--- src/rtl/fgen_pkg.sv ---
package fgen_pkg;

  typedef enum logic [1:0] {
    SRC_ZERO = 2'b00,
    SRC_ONE  = 2'b01,
    SRC_VAR  = 2'b10,
    SRC_NVAR = 2'b11
  } src_code_e;

  // first node index of tree level k in a flat node vector
  function automatic int level_base(input int rows, input int k);
    int b;
    b = 0;
    for (int i = 0; i < k; i++) b += rows >> (2 * i);
    return b;
  endfunction

  // total nodes across leaf level and all 4:1 levels
  function automatic int tree_nodes(input int rows, input int quads);
    return level_base(rows, quads + 1);
  endfunction

endpackage

--- src/rtl/fgen_row_src.sv ---
module fgen_row_src
  import fgen_pkg::*;
(
  input  src_code_e code_i,
  input  logic      x_i,
  output logic      y_o
);

  always_comb begin
    unique case (code_i)
      SRC_ZERO: y_o = 1'b0;
      SRC_ONE:  y_o = 1'b1;
      SRC_VAR:  y_o = x_i;
      SRC_NVAR: y_o = ~x_i;
      default:  y_o = 1'b0;
    endcase
  end

endmodule

--- src/rtl/fgen_sel4.sv ---
module fgen_sel4 (
  input  logic [3:0] d_i,
  input  logic [1:0] s_i,
  output logic       y_o
);

  always_comb begin
    unique case (s_i)
      2'd0:    y_o = d_i[0];
      2'd1:    y_o = d_i[1];
      2'd2:    y_o = d_i[2];
      default: y_o = d_i[3];
    endcase
  end

endmodule

--- src/rtl/fgen_sel2.sv ---
module fgen_sel2 (
  input  logic [1:0] d_i,
  input  logic       s_i,
  output logic       y_o
);

  assign y_o = s_i ? d_i[1] : d_i[0];

endmodule

--- src/rtl/fgen_tree.sv ---
module fgen_tree
  import fgen_pkg::*;
#(
  parameter int SEL_W = 3
) (
  input  logic [(1<<SEL_W)-1:0] leaf_i,
  input  logic [SEL_W-1:0]      sel_i,
  output logic                  y_o
);

  localparam int ROWS     = 1 << SEL_W;
  localparam int QUADS    = SEL_W / 2;
  localparam int HAS_PAIR = SEL_W % 2;
  localparam int TOT      = tree_nodes(ROWS, QUADS);
  localparam int LAST_B   = level_base(ROWS, QUADS);

  logic [TOT-1:0] node;

  assign node[ROWS-1:0] = leaf_i;

  // 4:1 levels, each using the next two select bits from the LSB end
  for (genvar k = 0; k < QUADS; k++) begin : g_lvl
    localparam int IN_B  = level_base(ROWS, k);
    localparam int OUT_B = level_base(ROWS, k + 1);
    localparam int CNT   = ROWS >> (2 * (k + 1));
    for (genvar j = 0; j < CNT; j++) begin : g_node
      fgen_sel4 u_sel4 (
        .d_i (node[IN_B + 4*j +: 4]),
        .s_i (sel_i[2*k +: 2]),
        .y_o (node[OUT_B + j])
      );
    end
  end

  // odd select count: last 2:1 stage on the MSB
  if (HAS_PAIR != 0) begin : g_pair
    fgen_sel2 u_sel2 (
      .d_i (node[LAST_B +: 2]),
      .s_i (sel_i[SEL_W-1]),
      .y_o (y_o)
    );
  end else begin : g_root
    assign y_o = node[LAST_B];
  end

endmodule

--- src/rtl/mux_fgen.sv ---
module mux_fgen
  import fgen_pkg::*;
#(
  parameter int NVARS = 4
) (
  input  logic [NVARS-1:0]               vars_i,
  input  logic [2*(1<<(NVARS-1))-1:0]    cfg_i,
  output logic                           func_o
);

  localparam int SEL_W = NVARS - 1;
  localparam int ROWS  = 1 << SEL_W;

  logic             residual;
  logic [SEL_W-1:0] row_sel;
  logic [ROWS-1:0]  leaf;

  assign residual = vars_i[0];
  assign row_sel  = vars_i[NVARS-1:1];

  for (genvar r = 0; r < ROWS; r++) begin : g_row
    fgen_row_src u_src (
      .code_i (src_code_e'(cfg_i[2*r +: 2])),
      .x_i    (residual),
      .y_o    (leaf[r])
    );
  end

  fgen_tree #(.SEL_W(SEL_W)) u_tree (
    .leaf_i (leaf),
    .sel_i  (row_sel),
    .y_o    (func_o)
  );

  // code of the row addressed by the select variables, taken straight
  // from the configuration port and compared with the tree output
  logic [1:0] picked_code;
  always_comb picked_code = cfg_i[2*row_sel +: 2];

  always_comb begin
    if (picked_code == 2'b00)
      assert_zero_row_R2: assert (func_o == 1'b0)
        else $error("row code 00 did not give 0");
    if (picked_code == 2'b01)
      assert_one_row_R3: assert (func_o == 1'b1)
        else $error("row code 01 did not give 1");
    if (picked_code == 2'b10)
      assert_var_row_R4: assert (func_o == residual)
        else $error("row code 10 did not pass the residual");
    if (picked_code == 2'b11)
      assert_nvar_row_R5: assert (func_o == ~residual)
        else $error("row code 11 did not invert the residual");
  end

endmodule

--- config.mk ---
export PLATFORM = sky130hd
export DESIGN_NAME = mux_fgen
export DESIGN_NICKNAME = d
export VERILOG_FILES = /design/src/rtl/fgen_pkg.sv /design/src/rtl/fgen_row_src.sv /design/src/rtl/fgen_sel4.sv /design/src/rtl/fgen_sel2.sv /design/src/rtl/fgen_tree.sv /design/src/rtl/mux_fgen.sv
export SDC_FILE = /design/constraint.sdc
export NUM_CORES = 1
export LEC_CHECK = 0
export CAP_MARGIN = 20
export CORE_AREA = 2 2 39 41
export DETAILED_ROUTE_END_ITERATION = 8
export DIE_AREA = 0 0 41 43
export PLACE_DENSITY = 0.67
export SYNTH_ARGS = -nofsm -noshare
export SYNTH_HDL_FRONTEND = slang
export SYNTH_SLANG_ARGS = --single-unit
--- constraint.sdc ---
create_clock -name vclk -period 1.6
set_input_delay 0.4 -clock vclk [all_inputs]
set_output_delay 0.4 -clock vclk [all_outputs]
set_load 0.05 [all_outputs]
Word level (Yosys, flattened, before mapping)
Cells that the tools add are included.
Storage, ports and cells
  ROM bits: 0
  memory bits (writable): 0
  output and inout port bits: 1
  bits in registers: 0
  bits in latches: 0
  input port bits: 20
  memories: 0
Cells by class
  reduce and logical (&&, ||, !) cells: 9
  magnitude comparators: 0
  add/subtract/negate cells: 0
  shift-type cells: 0
  equality and inequality tests: 26
  bitwise operators: 1
  multiplexer cells: 11
  multipliers: 0
  divide/modulo/power cells: 0
Operators with widths (number)
  $eq A2 B2 Y1 const B: 17
  $pmux W1 S4: 8
  $eq A2 B1 Y1 const B: 9
  $logic_not A2 Y1: 9
  $pmux W1 S3: 2
  $mux W1: 1
  $not A1 Y1: 1

Logic depth before layout (Yosys ltp)
Gate-level depths: netlist of run 1.
  depth after elaboration: 4
  depth in mapped cells: 5
  depth with buffers taken out: 4

Modules after synthesis
Synthesis of run 1 repeated with hierarchy kept, for this count alone.
Unflattened totals
  cell total of the unflattened synthesis: 19
  area total of the unflattened synthesis: 160.2 um2
Modules (own cells, without submodules)
  fgen_row_src: area each 12.5 um2, instances 8, sequential area each 0.0 um2, cells an instance 2
  fgen_sel4: area each 22.5 um2, instances 2, sequential area each 0.0 um2, cells an instance 1
  fgen_sel2: area each 15.0 um2, instances 1, sequential area each 0.0 um2, cells an instance 1

Worst setup path before layout of run 1
Ideal clock, no wire load.
  kind: input -> output
  start: input port vars_i[2]
  end: output port func_o
  required time: 1200 ps
  stages: 5
  buffers on the path: 1
  arrival time: 2262 ps
  setup slack: -1062 ps
  path through: buf_6 > mux2_4 > a21oi_2 > nor3_1 > a311oi_1
Between the ends
  word-level cells in the longest chain between the ends: 3
Ends and longest elaborated chain
  start, declared: RTL line mux_fgen.sv:6  | input logic [NVARS-1:0] vars_i,
  $eq A2 B2 Y1, or another cell as far along: RTL line fgen_sel4.sv:8  | unique case (s_i)
  $pmux W1 S3: RTL line fgen_sel4.sv:8
  $mux W1 (*): RTL line fgen_sel2.sv:7  | assign y_o = s_i ? d_i[1] : d_i[0];
  end, declared: RTL line mux_fgen.sv:8  | output logic func_o
Every way passes the cells marked *; elsewhere a longest branch is shown, timed or not.

Worst setup path in the final report of run 1
Ends and elaborated chain as after synthesis.

==> impl_results.md, run 1 <==
* Status: finished, violations left
* Failing checks: setup timing
* Final setup vio count at 1
* Final WS setup at -0.285 ns
* Post-CTS Hold Fix Bufs at 0
* FP Rows at 14
* WS Path Type: in -> out
* Initial antenna violation count at 0
* Sequential cell count at 0
* Routed len/inst at 12.0 um
* VDD IR-drop max at roughly 0.15 mV
* Met3 wire length at between 40 and 50 um
* Post-route ant nets at 0
* DR pass1 iterations at 2
* Fmax at 530 MHz
* Pint at 0.0978 mW
* Slew HR at 82.9%
* DRT Wirelength at ~890 um
* M1 wire length at 345 um
* Met2 WL at between 400 and 500 um
* Seq/Total Area, Yosys at 0%
* Avg Inst Size Synth at 8.60 um2
* Power density over the cells at 293 nW/um2
* DIE WIDTH at 41 um
* Initial core utilization at 19.3%
* Max cap viols at 0
* Port bufs at 21
* FF+latch area at 0 um2
* Mapped Cells at 31
* YS warnings at 0
* Reg power frac at 0%
* Top Metal Used: met4
* DR iter-0 viols at 4
* DIE AREA at between 1500 and 2000 um2
* Min-delay src: cfg_i[1]
* Comb power frac at 100.0%
* Slew Limit Fails at 0
* Fin util at 42.6%
* Req. time, crit path at about 1.2 ns
* Global route overflow at 0
* Post-Route Setup TNS at -0.285 ns
* Io pins at 21
* Endpoints failing hold at 0
* GRT Total Usage at 11.8%
* Total power at between 0.15 and 0.2 mW
* Sw frac at 43.5%
* Clock share of power at 0%
* Crit path from: vars_i[2]
* Placed insts at 74
* Vias in the first global route at between 300 and 400
* Unique cell type count in the Yosys netlist at 17
* Final period util at 118%
* Critical path endpoint category: primary output
* CP Launch Type: primary input
* # diodes at 0
* Final net count at 80
* Crit-path max FO at 7
* Area growth syn-to-layout at 121%
* Detailed Place HPWL at ~760 um
* Core area at 1380 um2
* Largest net degree at the start of global routing at 8
* Period minus WS final at 1.89 ns
* Routed vias at 356
* CLK BUF at 0
* Psw at 0.0751 mW
* Die Ht at about 43 um
* Leakage at 0.274 nW
* Gpl congestion at 0.712
* Finished Layout Cells at 74
* RSZ-0062 raised after global routing: yes
* DRC viols at 0
* Global-route wire length before repair at 1.52 mm
* Vias per cell at slightly below 5
* Layout cells sized above 1 at 60.3%
* Hold crit path type: in -> out
* Worst-Margin Slew at 0.249 ns
* Cell Area, Synth at 267 um2
* Syn_nets at 51
* CP arrival at between 1 and 1.5 ns
-- critical path, stage by stage --
cell      delay (ns)
buf_12          0.11
mux2_4          0.29
a21oi_2         0.13
nor3_2          0.06
a311oi_4        0.30
buf_12          0.18
-- cell usage after synthesis --
library cell,number,share of area (%)
nand2b_1,3,7.0
mux2i_1,4,15
xnor2_1,2,6.6
a21oi_2,1,3.3
inv_1,3,4.2
a21oi_1,2,3.8
o311ai_4,1,9.9
and4b_1,1,3.8
a311oi_1,1,3.3
nor3_1,1,1.9
o2111ai_1,2,6.6
buf_6,1,4.2
mux2_4,3,17
nand2_1,2,2.8
buf_2,1,1.9
nand4b_1,2,6.6
o22ai_1,1,2.3
-- final timing paths --
path | to | slack (ns) | cells past startpoint
min | func_o | 1.44 | 6
max | func_o | -0.29 | 6
-- layer usage --
layer	global-route usage, %	vias to the layer above
li1	-	174
met1	14.9	164
met3	0	4
met5	0	-
met4	4.00	0
met2	20.3	14
-- power by group through the flow --
stage / combinational (mW) / sequential (mW) / clock, mW
global placement: 0.168 / 0 / 0
detailed placement: 0.171 / 0 / 0
finish: 0.173 / 0 / 0
floorplan: 0.0782 / 0 / 0
global route: 0.183 / 0 / 0
CTS: 0.173 / 0 / 0
-- cell usage in the layout, fill, tap and decap left out, types with 2 or more instances in the layout --
cell type,instances
a21oi_2,3
buf_12,2
buf_2,6
buf_4,7
clkdlybuf4s15_1,4
dlygate4sd2_1,7
inv_2,2
mux2_4,3
mux2i_1,4
nand2_1,2
nand2b_4,3
nand4b_1,2
o2111ai_2,2
xnor2_1,2
-- area by class of cell --
type                       count  area [um2]
fill                         145         795
inverter                       3        11.3
multi-input combinational     26         310
tap                           16        20.0
timing repair buffer          29         248
-- timing repair --
item                       CTS  global route
pin swaps                   11             1
setup endpoints to repair    1             1
resized for setup           64             5
buffers inserted             0             0
-- logic make-up (layout without fill, tap and decap cells) --
| group | after synthesis | count (layout) | synth area share, % |
|---|---|---|---|
| and+or+nand+nor | 9 | 9 | 22.1 |
| AOI/OAI and AO/OA | 8 | 8 | 29.1 |
| buffers and inverters | 5 | 32 | 10.3 |
| muxes | 7 | 7 | 31.9 |
| xor gates and xnor gates | 2 | 2 | 6.57 |
-- per-stage QoR --
stage / hold WS (ns) / worst slack, ns / cell area [um2]
2_1_floorplan: 0.974 / -0.419 / 284
3_3_place_gp: 1.69 / -0.905 / 568
3_5_place_dp: 1.67 / -0.916 / 568
4_1_cts: 1.44 / -0.300 / 588
5_1_grt: 1.47 / -0.309 / 589
6_report: 1.44 / -0.285 / 589
Note: power is estimated with default switching activity, not from simulation.
==> run 2: changes to the inputs <==
- ABC_CLOCK_PERIOD_IN_PS: default -> 1600
- PLACE_DENSITY: 0.67 -> 0.58
- SYNTH_HIERARCHICAL: default -> 1
==> run 2 against run 1 <==
Against the previous run:
- the run still ends with setup timing left
- die area unchanged
- combinational power decreased by 28%
- non-clock buffer count down 8
- hold slack better by 0.041 ns
- synthesized cell count decreased by 39%
- worst setup slack worse by 0.084 ns
- maximum frequency fell by 4.3%
- utilization down 16 points
- cell area is 37% lower
- global-route usage is 6.3 points lower
- critical endpoint unchanged
==> impl_results.md, run 2 <==
* Routed vias at 201
* DRT Wirelength at 483 um
* Layout cells sized above 1 at 72.5%
* Status: finished, violations left
* Top Metal Used: met3
* Vias in the first global route at 192
* Syn_nets at 39
* Max stage delay on crit path at 0.45 ns
* Worst-Margin Slew at roughly 0.12 ns
* VDD IR-drop max at 0.0824 mV
* Die Ht at 43 um
* DIE AREA at 1760 um2
* Gpl congestion at 0.559
* Synth Area in Simple Gates at 18.8%
* Fmax at 508 MHz
* M1 wire length at 144 um
* Mapped Cells at 19
* Largest net degree at the start of global routing at 9
* Vias per cell at 3.59
* Routed len/inst at 8.63 um
* Met3 wire length at about 48 um
* Avg Inst Size Synth at 8.43 um2
* GRT Total Usage at 5.51%
* Slew Limit Fails at 0
* Psw at about 0.050 mW
* Kind of cell adding the most delay to the critical path: multiplexers
* Post-route ant nets at 0
* DRC viols at 0
* Endpoints failing hold at 0
* Seq/Total Area, Yosys at 0%
* Final period util at 123%
* Reg power frac at 0%
* Slew HR at roughly nine tenths
* CLK BUF at 0
* Post-synthesis mux area share at 37.5%
* Cell Area, Synth at roughly 160 um2
* CP cell instances: buf_12, nand2_2, xnor2_1, mux4_2, mux2_4, buf_8
* Final WS setup at -0.370 ns
* Period minus WS final at 1.97 ns
* RSZ-0062 raised after global routing: yes
* Critical path endpoint category: primary output
* Req. time, crit path at 1.20 ns
* Fin util at 26.9%
* Largest family of logic cells by synthesized area: XOR/XNOR gates
* CP Launch Type: primary input
* Area growth syn-to-layout at 132%
* Initial core utilization at 11.6%
* Final setup vio count at 1
* Compound-Gate Fraction of Synth Area at 0%
* Sequential cell count at 0
* Ranking of synthesized cells by area: xnor2_1 44%, mux4_2 28%, nand2_1 19%
* Port bufs at 21
* Power density over the cells at about 330 nW/um2
* Core area at ~1400 um2
* Top cells by count, synth: 8 x nand2_1, 8 x xnor2_1, 2 x mux4_2, 1 x mux2_4
* # diodes at 0
* Commonest non-fill, non-tap cell in the layout: buf_2
* DIE WIDTH at 41 um
* Hold crit path type: in -> out
* Final net count at 62
* WS Path Type: in -> out
* Clock share of power at 0%
* CP arrival at 1.57 ns
* Crit-path max FO at 8
* Unique cell type count in the Yosys netlist at 4
* Sw frac at 40.3%
* Initial antenna violation count at 0
* FP Rows at 14
* Global-route wire length before repair at around 740 um
* XOR/XNOR Fraction of Synth Area at between 40% and 50%
* FF+latch area at 0 um2
* Leakage at 0.169 nW
* DR pass1 iterations at 1
* Max cap viols at 0
* CP bufs+invs at 2
* Post-CTS Hold Fix Bufs at 0
* DR iter-0 viols at 0
* Pint at 0.0740 mW
* Fin area at 372 um2
* Met2 WL at 290 um
* Most frequent cells in the layout: 13 x buf_2, 8 x xnor2_1, 5 x nand2_2
* DP Area at 428 um2
* Post-Synth Adder-Cell Area at 0%
* Io pins at 21
* CP max-delay cell: mux4_2
* Yosys top cell by area: xnor2_1
* Global route overflow at 0
* Yosys top cell area share at between 40% and 50%
* Comb power frac at 100.0%
* YS warnings at 6
* Failing checks: setup timing
==> run 2: kinds of logic (layout without fill, tap and decap cells) <==
family,after synthesis,after routing
xor+xnor,8,8
buf+inv,0,21
simple gates,8,8
mux,3,3
==> run 2: routing by layer <==
metal,track usage (%),up-vias
li1,-,106
met1,6.39,88
met2,10.6,7
met3,0.524,0
met4,0,0
met5,0,-
==> run 2: final timing paths <==
check	from	to	slack, ns	cells past startpoint
hold / removal	vars_i[2]	func_o	1.48	4
setup / recovery	vars_i[0]	func_o	-0.37	6
==> run 2: per-stage QoR <==
stage	total power [mW]	std cells	hold slack (ns)	setup WS (ns)	TNS, ns
CTS	0.126	56	1.48	-0.372	-0.372
floorplan	0.0626	19	1.03	-0.142	-0.142
global placement	0.135	57	1.60	-0.940	-0.940
global route	0.132	56	1.50	-0.400	-0.400
detailed placement	0.136	57	1.60	-0.941	-0.941
finish	0.124	56	1.48	-0.370	-0.370
==> run 2: power groups by stage <==
stage          Combinational (mW)  Clock, mW  Sequential, mW
5_1_grt                     0.132          0               0
6_report                    0.124          0               0
2_1_floorplan              0.0626          0               0
3_3_place_gp                0.135          0               0
4_1_cts                     0.126          0               0
3_5_place_dp                0.136          0               0
==> run 2: area by class of cell <==
class                           instances  area [um2]
Tap cell                               16        20.0
Multi-Input combinational cell         19         195
Fill cell                             162        1010
Timing Repair Buffer                   21         156
==> run 2: repair_timing <==
action,in CTS,in global routing
setup buffers,0,0
setup endpoints to repair,1,1
resized for setup,69,2
pin swaps,11,0
==> run 2: worst min-delay path: cells and delay by family <==
family   cells  cell delay, ns
buf+inv      2            0.35
mux          2            0.32
